File: src/rtl/pgbuf_pkg.sv
package pgbuf_pkg;

    typedef enum logic [1:0] {
        PG_IDLE  = 2'd0,
        PG_FILL  = 2'd1,
        PG_SHORT = 2'd2,
        PG_DRIVE = 2'd3
    } pg_state_e;

endpackage

File: src/rtl/pgbuf_lat_counter.sv
// Down-counter for the wait windows; `last` marks the final waiting cycle.
module pgbuf_lat_counter #(
    parameter int CNT_W = 4
) (
    input  logic             clk,
    input  logic             rst_n,
    input  logic             load,
    input  logic [CNT_W-1:0] load_val,
    input  logic             dec,
    output logic             last
);

    logic [CNT_W-1:0] cnt_q;

    always_ff @(posedge clk) begin
        if (!rst_n) begin
            cnt_q <= '0;
        end else if (load) begin
            cnt_q <= load_val;
        end else if (dec && (cnt_q != '0)) begin
            cnt_q <= cnt_q - 1'b1;
        end
    end

    always_comb begin
        last = (cnt_q <= CNT_W'(1));
    end

endmodule

File: src/rtl/pgbuf_page_store.sv
// Local copy of one page plus the word / double-word output selector.
module pgbuf_page_store #(
    parameter int WORD_W         = 16,
    parameter int WORDS_PER_PAGE = 4,
    parameter int OFF_W          = 2
) (
    input  logic                             clk,
    input  logic                             rst_n,
    input  logic                             capture,
    input  logic [WORD_W*WORDS_PER_PAGE-1:0] page_in,
    input  logic                             mode_x32,
    input  logic [OFF_W-1:0]                 off,
    input  logic                             valid,
    output logic [2*WORD_W-1:0]              dout
);

    logic [WORD_W-1:0] word_q [WORDS_PER_PAGE];

    for (genvar g = 0; g < WORDS_PER_PAGE; g++) begin : g_word
        always_ff @(posedge clk) begin
            if (!rst_n) begin
                word_q[g] <= '0;
            end else if (capture) begin
                word_q[g] <= page_in[g*WORD_W +: WORD_W];
            end
        end
    end

    logic [WORD_W-1:0] lo_word;
    logic [WORD_W-1:0] hi_word;

    always_comb begin
        lo_word = word_q[off];
        hi_word = word_q[off | OFF_W'(1)];
    end

    always_comb begin
        if (!valid) begin
            dout = '0;
        end else if (mode_x32) begin
            dout = {hi_word, lo_word};
        end else begin
            dout = {{WORD_W{1'b0}}, lo_word};
        end
    end

endmodule

File: src/rtl/pgbuf_ctrl.sv
// Read controller: page tag, offset tracking, buffer validity and state.
module pgbuf_ctrl
    import pgbuf_pkg::*;
#(
    parameter int PAW       = 13,
    parameter int OFF_W     = 2,
    parameter int CNT_W     = 4,
    parameter int FULL_LAT  = 8,
    parameter int SHORT_LAT = 2
) (
    input  logic             clk,
    input  logic             rst_n,
    input  logic             chip_en_n,
    input  logic             out_en_n,
    input  logic [PAW-1:0]   page_in,
    input  logic [OFF_W-1:0] off_in,
    input  logic             cnt_last,
    output logic             cnt_load,
    output logic [CNT_W-1:0] cnt_val,
    output logic             cnt_dec,
    output logic             capture,
    output logic [PAW-1:0]   tag,
    output logic [OFF_W-1:0] off,
    output logic             drive
);

    localparam logic [CNT_W-1:0] FULL_LOAD  = CNT_W'(FULL_LAT - 1);
    localparam logic [CNT_W-1:0] SHORT_LOAD = CNT_W'(SHORT_LAT - 1);

    pg_state_e        st_q, st_d;
    logic [PAW-1:0]   tag_q, tag_d;
    logic [OFF_W-1:0] off_q, off_d;
    logic             bv_q, bv_d;
    logic             page_hit, off_hit;

    always_comb begin
        page_hit = (page_in == tag_q);
        off_hit  = (off_in == off_q);
    end

    // State register
    always_ff @(posedge clk) begin
        if (!rst_n) begin
            st_q  <= PG_IDLE;
            tag_q <= '0;
            off_q <= '0;
            bv_q  <= 1'b0;
        end else begin
            st_q  <= st_d;
            tag_q <= tag_d;
            off_q <= off_d;
            bv_q  <= bv_d;
        end
    end

    // Next state and counter control
    always_comb begin
        st_d     = st_q;
        tag_d    = tag_q;
        off_d    = off_q;
        bv_d     = bv_q;
        cnt_load = 1'b0;
        cnt_val  = FULL_LOAD;
        cnt_dec  = 1'b0;
        capture  = 1'b0;
        if (chip_en_n) begin
            st_d = PG_IDLE;
            bv_d = 1'b0;
        end else if (out_en_n) begin
            st_d = PG_IDLE;
        end else begin
            unique case (st_q)
                PG_IDLE: begin
                    off_d    = off_in;
                    cnt_load = 1'b1;
                    if (bv_q && page_hit) begin
                        st_d    = PG_SHORT;
                        cnt_val = SHORT_LOAD;
                    end else begin
                        st_d    = PG_FILL;
                        tag_d   = page_in;
                        bv_d    = 1'b0;
                        cnt_val = FULL_LOAD;
                    end
                end
                PG_FILL: begin
                    off_d = off_in;
                    if (!page_hit) begin
                        tag_d    = page_in;
                        cnt_load = 1'b1;
                        cnt_val  = FULL_LOAD;
                    end else if (cnt_last) begin
                        st_d    = PG_DRIVE;
                        capture = 1'b1;
                        bv_d    = 1'b1;
                    end else begin
                        cnt_dec = 1'b1;
                    end
                end
                PG_SHORT: begin
                    if (!page_hit) begin
                        st_d     = PG_FILL;
                        tag_d    = page_in;
                        off_d    = off_in;
                        bv_d     = 1'b0;
                        cnt_load = 1'b1;
                        cnt_val  = FULL_LOAD;
                    end else if (!off_hit) begin
                        off_d    = off_in;
                        cnt_load = 1'b1;
                        cnt_val  = SHORT_LOAD;
                    end else if (cnt_last) begin
                        st_d = PG_DRIVE;
                    end else begin
                        cnt_dec = 1'b1;
                    end
                end
                PG_DRIVE: begin
                    if (!page_hit) begin
                        st_d     = PG_FILL;
                        tag_d    = page_in;
                        off_d    = off_in;
                        bv_d     = 1'b0;
                        cnt_load = 1'b1;
                        cnt_val  = FULL_LOAD;
                    end else if (!off_hit) begin
                        st_d     = PG_SHORT;
                        off_d    = off_in;
                        cnt_load = 1'b1;
                        cnt_val  = SHORT_LOAD;
                    end
                end
            endcase
        end
    end

    // Outputs
    always_comb begin
        drive = (st_q == PG_DRIVE);
        tag   = tag_q;
        off   = off_q;
    end

endmodule

File: src/rtl/pgbuf_page_read.sv
// Page buffer top: long fetch on a page miss, short turnaround within a page.
module pgbuf_page_read #(
    parameter int ADDR_W         = 16,
    parameter int WORD_W         = 16,
    parameter int WORDS_PER_PAGE = 4,
    parameter int FULL_LAT       = 8,
    parameter int SHORT_LAT      = 2,
    localparam int WBL           = $clog2(WORD_W / 8),
    localparam int OFF_W         = $clog2(WORDS_PER_PAGE),
    localparam int PAGE_LSB      = WBL + OFF_W,
    localparam int PAW           = ADDR_W - PAGE_LSB,
    localparam int PAGE_W        = WORD_W * WORDS_PER_PAGE
) (
    input  logic                  clk,
    input  logic                  rst_n,
    input  logic                  chip_en_n,
    input  logic                  out_en_n,
    input  logic                  mode_x32,
    input  logic [ADDR_W-1:WBL]   addr,
    output logic [PAW-1:0]        arr_page_addr,
    input  logic [PAGE_W-1:0]     arr_page_data,
    output logic [2*WORD_W-1:0]   data_out,
    output logic                  data_valid
);

    localparam int MAX_LAT = (FULL_LAT > SHORT_LAT) ? FULL_LAT : SHORT_LAT;
    localparam int CNT_W   = $clog2(MAX_LAT + 1);

    logic [PAW-1:0]   page_in;
    logic [OFF_W-1:0] raw_off;
    logic [OFF_W-1:0] eff_off;
    logic             cnt_load, cnt_dec, cnt_last, capture, drive;
    logic [CNT_W-1:0] cnt_val;
    logic [OFF_W-1:0] off_q;

    always_comb begin
        page_in = addr[ADDR_W-1:PAGE_LSB];
        raw_off = addr[PAGE_LSB-1:WBL];
        eff_off = mode_x32 ? (raw_off & ~OFF_W'(1)) : raw_off;
    end

    pgbuf_ctrl #(
        .PAW       (PAW),
        .OFF_W     (OFF_W),
        .CNT_W     (CNT_W),
        .FULL_LAT  (FULL_LAT),
        .SHORT_LAT (SHORT_LAT)
    ) u_ctrl (
        .clk       (clk),
        .rst_n     (rst_n),
        .chip_en_n (chip_en_n),
        .out_en_n  (out_en_n),
        .page_in   (page_in),
        .off_in    (eff_off),
        .cnt_last  (cnt_last),
        .cnt_load  (cnt_load),
        .cnt_val   (cnt_val),
        .cnt_dec   (cnt_dec),
        .capture   (capture),
        .tag       (arr_page_addr),
        .off       (off_q),
        .drive     (drive)
    );

    pgbuf_lat_counter #(
        .CNT_W (CNT_W)
    ) u_cnt (
        .clk      (clk),
        .rst_n    (rst_n),
        .load     (cnt_load),
        .load_val (cnt_val),
        .dec      (cnt_dec),
        .last     (cnt_last)
    );

    pgbuf_page_store #(
        .WORD_W         (WORD_W),
        .WORDS_PER_PAGE (WORDS_PER_PAGE),
        .OFF_W          (OFF_W)
    ) u_store (
        .clk      (clk),
        .rst_n    (rst_n),
        .capture  (capture),
        .page_in  (arr_page_data),
        .mode_x32 (mode_x32),
        .off      (off_q),
        .valid    (drive),
        .dout     (data_out)
    );

    always_comb begin
        data_valid = drive;
    end

endmodule

File: config.mk
export PLATFORM = sky130hd
export DESIGN_NAME = pgbuf_page_read
export DESIGN_NICKNAME = d
export VERILOG_FILES = /design/src/rtl/pgbuf_pkg.sv /design/src/rtl/pgbuf_lat_counter.sv /design/src/rtl/pgbuf_page_store.sv /design/src/rtl/pgbuf_ctrl.sv /design/src/rtl/pgbuf_page_read.sv
export SDC_FILE = /design/constraint.sdc
export NUM_CORES = 1
export LEC_CHECK = 0
export BUFFER_PORTS_ARGS = -buffer_cell sky130_fd_sc_hd__buf_2
export CORE_AREA = 5 5 115 117
export DETAILED_ROUTE_END_ITERATION = 10
export DIE_AREA = 0 0 120 122
export SLEW_MARGIN = 20
export SYNTH_ARGS = -nofsm -noshare
export SYNTH_HDL_FRONTEND = slang
export SYNTH_SLANG_ARGS = --single-unit
File: constraint.sdc
create_clock -name clk -period 10.4 [get_ports clk]
set_clock_uncertainty 0.2 [all_clocks]
set_input_delay 1.56 -clock clk [delete_from_list [all_inputs] [get_ports clk]]
set_output_delay 1.56 -clock clk [all_outputs]
set_load 0.02 [all_outputs]
# Word level (Yosys, flattened, before mapping)
# Memory sizes are Yosys's and may differ from the RTL's. A register that Yosys moved wholly into a read port is not among the register bits.
# Index checks and enable logic that the tools add are counted.
# W data, S select, Z words.
# totals
reg_bits	22
latch_bits	0
ram_bits	64
rom_bits	0
input_bits	84
out_inout_bits	46
elab_cells	102
n_memories	1
# op_classes
add_sub_neg	1
n_mul	0
n_div	0
n_lt_le_gt_ge	1
eq_ne	13
shift	0
mux	60
bitwise	7
n_reduce_logical	14
# mem_list
name	depth	width	rd	rd_clocked_by_memory_dff	wr	line_no	source
u_store.word_q	4	16	2	2	4	pgbuf_page_store.sv:17	logic [WORD_W-1:0] word_q [WORDS_PER_PAGE];
# ops
operator	n
$mux W16	4
$mux W32	2
$mux W13	2
$mux W2	13
$pmux W13 S2	1
$mux W1	25
$mux W4	5
$eq A13 B13 Y1	1
$pmux W4 S3	1
$ne A3 B3 Y1 const B	3
$ne A2 B2 Y1 const B	4
$pmux W2 S4	1
$mux W3	2
$pmux W1 S3	2
$reduce_and A3 Y1	2
$reduce_or A2 Y1	3
$reduce_or A3 Y1	2
$reduce_and A5 Y1	1
$eq A2 B2 Y1 const B	2
$le A4 B1 Y1 const B	1
$or A1 B1 Y1	4
$pmux W2 S2	1
$reduce_and A4 Y1	1
$reduce_bool A4 Y1	1
other kinds (9)	12

# Logic depth before layout (Yosys ltp)
# logic_depth
ltp_word	10
mapped_depth	9
depth_no_buf	8

# Modules after synthesis
# A second synthesis with hierarchy kept.
# unflattened
cells_unflattened	406
hier_area_um2	4466.8
# by_module_without_submodules
mod	instances	cells_per_inst	area_each_um2
pgbuf_page_store	1	218	2955.3
pgbuf_ctrl	1	151	1213.7
pgbuf_lat_counter	1	36	284.0
pgbuf_page_read	1	1	13.8

# Least setup slack after synthesis
# No wires, ideal clock.
# synth_timing
path_kind	input to register
start	input addr[4] (netlist bit)
end	memory u_store.word_q[0][0] (enable)
arrival_time_ns	7.329
path_slack_ns	2.289
path_stages	7
n_path_buf	1
cell_sequence	xor2_1 nor4_2 nand4_1 buf_4 nor2_2 nand2_2 o31ai_1
# synth_rtl
item	line_no	source
start: declaration	pgbuf_page_read.sv:19	input logic [ADDR_W-1:WBL] addr,
end: declaration	pgbuf_page_store.sv:17	

# Worst setup path in the final report
# layout_timing
start	input mode_x32
end	output data_out[18]
# layout_via
elab_chain_cells	2
# layout_rtl
item	line_no	source
start: declaration	pgbuf_page_read.sv:18	input logic mode_x32,
$mux W32	pgbuf_page_store.sv:40	end else if (mode_x32) begin
$mux W32	pgbuf_page_store.sv:38	if (!valid) begin
end: declaration	pgbuf_page_read.sv:22	output logic [2*WORD_W-1:0] data_out,
# No other way between the ends.

==> results_tabular.tex <==
\begin{tabular}{lr}
\hline
Metric & Value \\
\hline
\multicolumn{2}{l}{\textbf{Clock tree}} \\
\quad Buffer count from post-CTS setup fixing & 0 \\
\quad H-tree depth & 3 \\
\quad Number of clock sinks seen by CTS & roughly 90 \\
\quad CTS tree & done \\
\quad \# hold bufs at CTS & 0 \\
\quad Clock Tree Buf Depth & 2 \\
\quad Source-to-sink clock delay at the later pin of the worst-skew pair & between 300 and 400 ps \\
\quad Clock-pin transition on the worst setup and hold timing paths & 60 ps \\
\quad Cts repair resizes & 0 \\
\quad Cell chosen for the clock root & sky130\_fd\_sc\_hd\_\_clkbuf\_16 \\
\quad TritonCTS buffer count & 9 \\
\multicolumn{2}{l}{\textbf{Setup path}} \\
\quad Endpoint kind of the worst setup timing path & output port \\
\quad Crit Path Category & input port to output port \\
\quad Launching point of the worst reg2reg path & u\_ctrl.tag[8] \\
\quad Arrival time of the worst setup path & 2670 ps \\
\quad Critical-path maximum fanout & 16 \\
\quad Required time of the worst setup path & about 8600 ps \\
\quad End point of the critical path & data\_out[18] \\
\quad Startpoint type of the worst setup path & input port \\
\quad Reg2Reg Setup Slack & $\sim$7000 ps \\
\quad End of the worst register-to-register path & u\_store.word\_q[3][3] \\
\quad Depth of the most critical reg-to-reg path & 7 \\
\quad First element of the critical path & mode\_x32 \\
\multicolumn{2}{l}{\textbf{Floorplanning}} \\
\quad DIE WIDTH & about 120 microns \\
\quad Full die area & 0.01464 sq mm \\
\quad Number of top-level pins & 130 \\
\quad Row cnt & around 40 \\
\quad Vertical die dimension & around 120 microns \\
\quad Area inside the core boundary & around 0.012 sq mm \\
\quad Starting Density & 0.3661 \\
\multicolumn{2}{l}{\textbf{Synthesis}} \\
\quad Number of flops mapped to enable cells by yosys & between 60 and 70 \\
\quad Netlist area before placement & approximately 0.0045 sq mm \\
\quad Async set-or-reset flop fraction in the synthesized netlist & 0 \\
\quad Flip-flop cell with the highest count after synthesis & sky130\_fd\_sc\_hd\_\_edfxtp\_1 \\
\quad Count of yosys warnings during synthesis & 0 \\
\quad Mapped Cells & about 360 \\
\quad Sequential area share after synthesis & 0.5353 \\
\quad \#FFs+latches synth & 88 \\
\quad Post-synthesis net count & 446 \\
\quad Post-synthesis area per instance & approximately 13 sq um \\
\quad Count of distinct cell types in the synthesized netlist & 43 \\
\multicolumn{2}{l}{\textbf{Routing}} \\
\quad Antenna viol nets, final & 0 \\
\quad Routed wire per std cell & approximately 16 microns \\
\quad Number of iterations in the first detailed-routing pass & 6 \\
\quad Via Count & a little over 3,000 \\
\quad Remaining DRCs & 0 \\
\quad Iteration-0 DRC Markers & between 100 and 150 \\
\quad Final routed wirelength across all metal layers & roughly 10000 microns \\
\quad Number of vias per cell & approximately 5 \\
\multicolumn{2}{l}{\textbf{Timing}} \\
\quad Tightest slew margin relative to the limit & 0.3990 \\
\quad Hold slack & $\sim$350 ps \\
\quad Final total negative setup slack & 0 ps \\
\quad Max-slew violations & 0 \\
\quad Slew of the pin with the lowest slew margin & around 900 ps \\
\quad Setup ws final & slightly below 6000 ps \\
\quad Setup repair after global routing missed its margin & no \\
\quad Setup violations, final & 0 \\
\quad Clock period minus final worst setup slack & around 4400 ps \\
\quad Max frequency & roughly 0.23 GHz \\
\quad Count of final hold-check violations & 0 \\
\quad Final clock period utilization by the worst path & 0.4261 \\
\multicolumn{2}{l}{\textbf{Run}} \\
\quad Maximum capacitance violations & 0 \\
\multicolumn{2}{l}{\textbf{Place}} \\
\quad Number of placed cells counting well taps & roughly 620 \\
\quad HPWL after detailed placement & between 6000 and 7000 microns \\
\quad Instance area after placement & about 0.0053 sq mm \\
\quad Pre-CTS worst setup slack & between 5000 and 6000 ps \\
\quad Global placer's final weighted congestion & $\sim$0.73 \\
\quad Count of buffers from port buffering & about 130 \\
\multicolumn{2}{l}{\textbf{Layout}} \\
\quad Total number of nets in the final design & roughly 570 \\
\quad Number of cells in the finished layout apart from fillers & 635 \\
\quad Proportion of layout cells with a drive suffix above 1 & 0.3588 \\
\quad Most common cell after layout, fill and taps aside & sky130\_fd\_sc\_hd\_\_buf\_2 \\
\quad Area overhead of the layout relative to synthesis & 24.62\% \\
\quad Area of all placed cells without fillers & roughly 0.0056 sq mm \\
\quad Total inserted antenna cells & 0 \\
\quad Most used cells in the layout excluding fill and tap cells & sky130\_fd\_sc\_hd\_\_buf\_2 (129), sky130\_fd\_sc\_hd\_\_and2\_1 (81), sky130\_fd\_sc\_hd\_\_edfxtp\_1 (64) \\
\multicolumn{2}{l}{\textbf{Global routing}} \\
\quad Pin count of the biggest net entering global routing & 65 \\
\quad First-pass GRT wire length & between 15,000 and 20,000 microns \\
\quad Initial antenna violation count & 0 \\
\quad Total overflow reported by the global router & 0 \\
\quad Vias in the first global route & between 3,000 and 4,000 \\
\quad Total Routing Usage GR & 0.1442 \\
\multicolumn{2}{l}{\textbf{Worst hold path}} \\
\quad Kind of path behind the tightest hold check & flip-flop to flip-flop \\
\multicolumn{2}{l}{\textbf{Power and ir drop}} \\
\quad Pwr/cell area & 141.6 mW/mm\^{}2 \\
\quad Leak & $\sim$2.4 nW \\
\quad Worst IR Drop VDD & about 0.084 mV \\
\multicolumn{2}{l}{\textbf{Run status}} \\
\quad Result of the run & completed \\
\hline
\end{tabular}
synthesized netlist by cell type (all sizes together), types with 2 or more instances:
cell | number | area [sq um]
and2 | 81 | 506.7
edfxtp | 64 | 1922
mux2i | 31 | 310.3
dfxtp | 24 | 480.5
nor2 | 23 | 96.35
mux4 | 16 | 360.4
nor2b | 14 | 87.58
xor2 | 14 | 122.6
nand2 | 13 | 51.30
buf | 12 | 67.56
clkbuf | 7 | 26.28
ha | 7 | 87.58
nor3 | 7 | 35.03
a21oi | 4 | 20.02
inv | 4 | 15.01
o21ai | 4 | 31.28
xnor2 | 4 | 35.03
a21boi | 3 | 22.52
o21a | 3 | 22.52
nand4 | 2 | 12.51
nor4 | 2 | 25.02
o31ai | 2 | 15.01
state kept, by name, summed over array words and instances (netlist names), named ones only:
register,cells
u_cnt.cnt_q,4
u_ctrl.tag,13
u_ctrl.st_q,2
u_ctrl.bv_q,1
u_store.word_q,64
u_ctrl.off,2
worst max-delay path, cell delays in order:
cell and delay, ps:
sky130_fd_sc_hd__buf_2 100, sky130_fd_sc_hd__nand2_1 470, sky130_fd_sc_hd__nor2_1 330, sky130_fd_sc_hd__buf_2 210
cells by family after synthesis:
group	after synthesis	synth area share
muxes	48	0.1519
DFF	88	0.5353
adders and majority gates	7	0.01951
and+or+nand+nor	147	0.1901
AOI/OAI and AO/OA	24	0.04377
buffers and inverters	23	0.02425
xor gates and xnor gates	18	0.03513
routing by layer:
layer	routed length (microns)	part of all wire	GRT usage	vias to the layer above
li1	-	-	-	1502
met1	4433	0.44	0.1841	1476
met2	4686	0.47	0.2329	106
met3	714	0.072	0.04132	11
met4	150	0.015	0.05583	0
met5	0	0	0	-
metrics by stage:
step	total power, mW	util
6_report	0.7920	0.4562
3_5_place_dp	0.4716	0.4294
2_1_floorplan	0.4440	-
4_1_cts	0.8040	0.4545
3_3_place_gp	0.4701	0.4294
5_1_grt	0.8258	0.4562
report_power, final:
group,switching (mW),internal [mW],total (mW)
registers,0.00742,0.388,0.395
clock network,0.129,0.200,0.329
logic,0.0342,0.0337,0.0678
worst min path at each step:
stage,to,depth (start not counted),start
after floorplan,flip-flop,2,u_ctrl.off[0]
after global placement,flip-flop,2,u_ctrl.off[1]
after detailed placement,u_ctrl.off[0],2,u_ctrl.off[0]
after CTS,flip-flop,2,u_ctrl.off[0]
after global routing,flip-flop,2,u_ctrl.off[0]
final,flip-flop,2,u_ctrl.off[1]
final cells by class:
type	count	area, sq um
clock inverter	4	51.30
tap	150	187.7
timing repair buffer	133	688.2
multi-input combinational	244	1991
sequential	88	2404
inverter	4	15.01
fill	1126	6668
clock buffer	12	256.5
(Power assumes the default switching activity.)
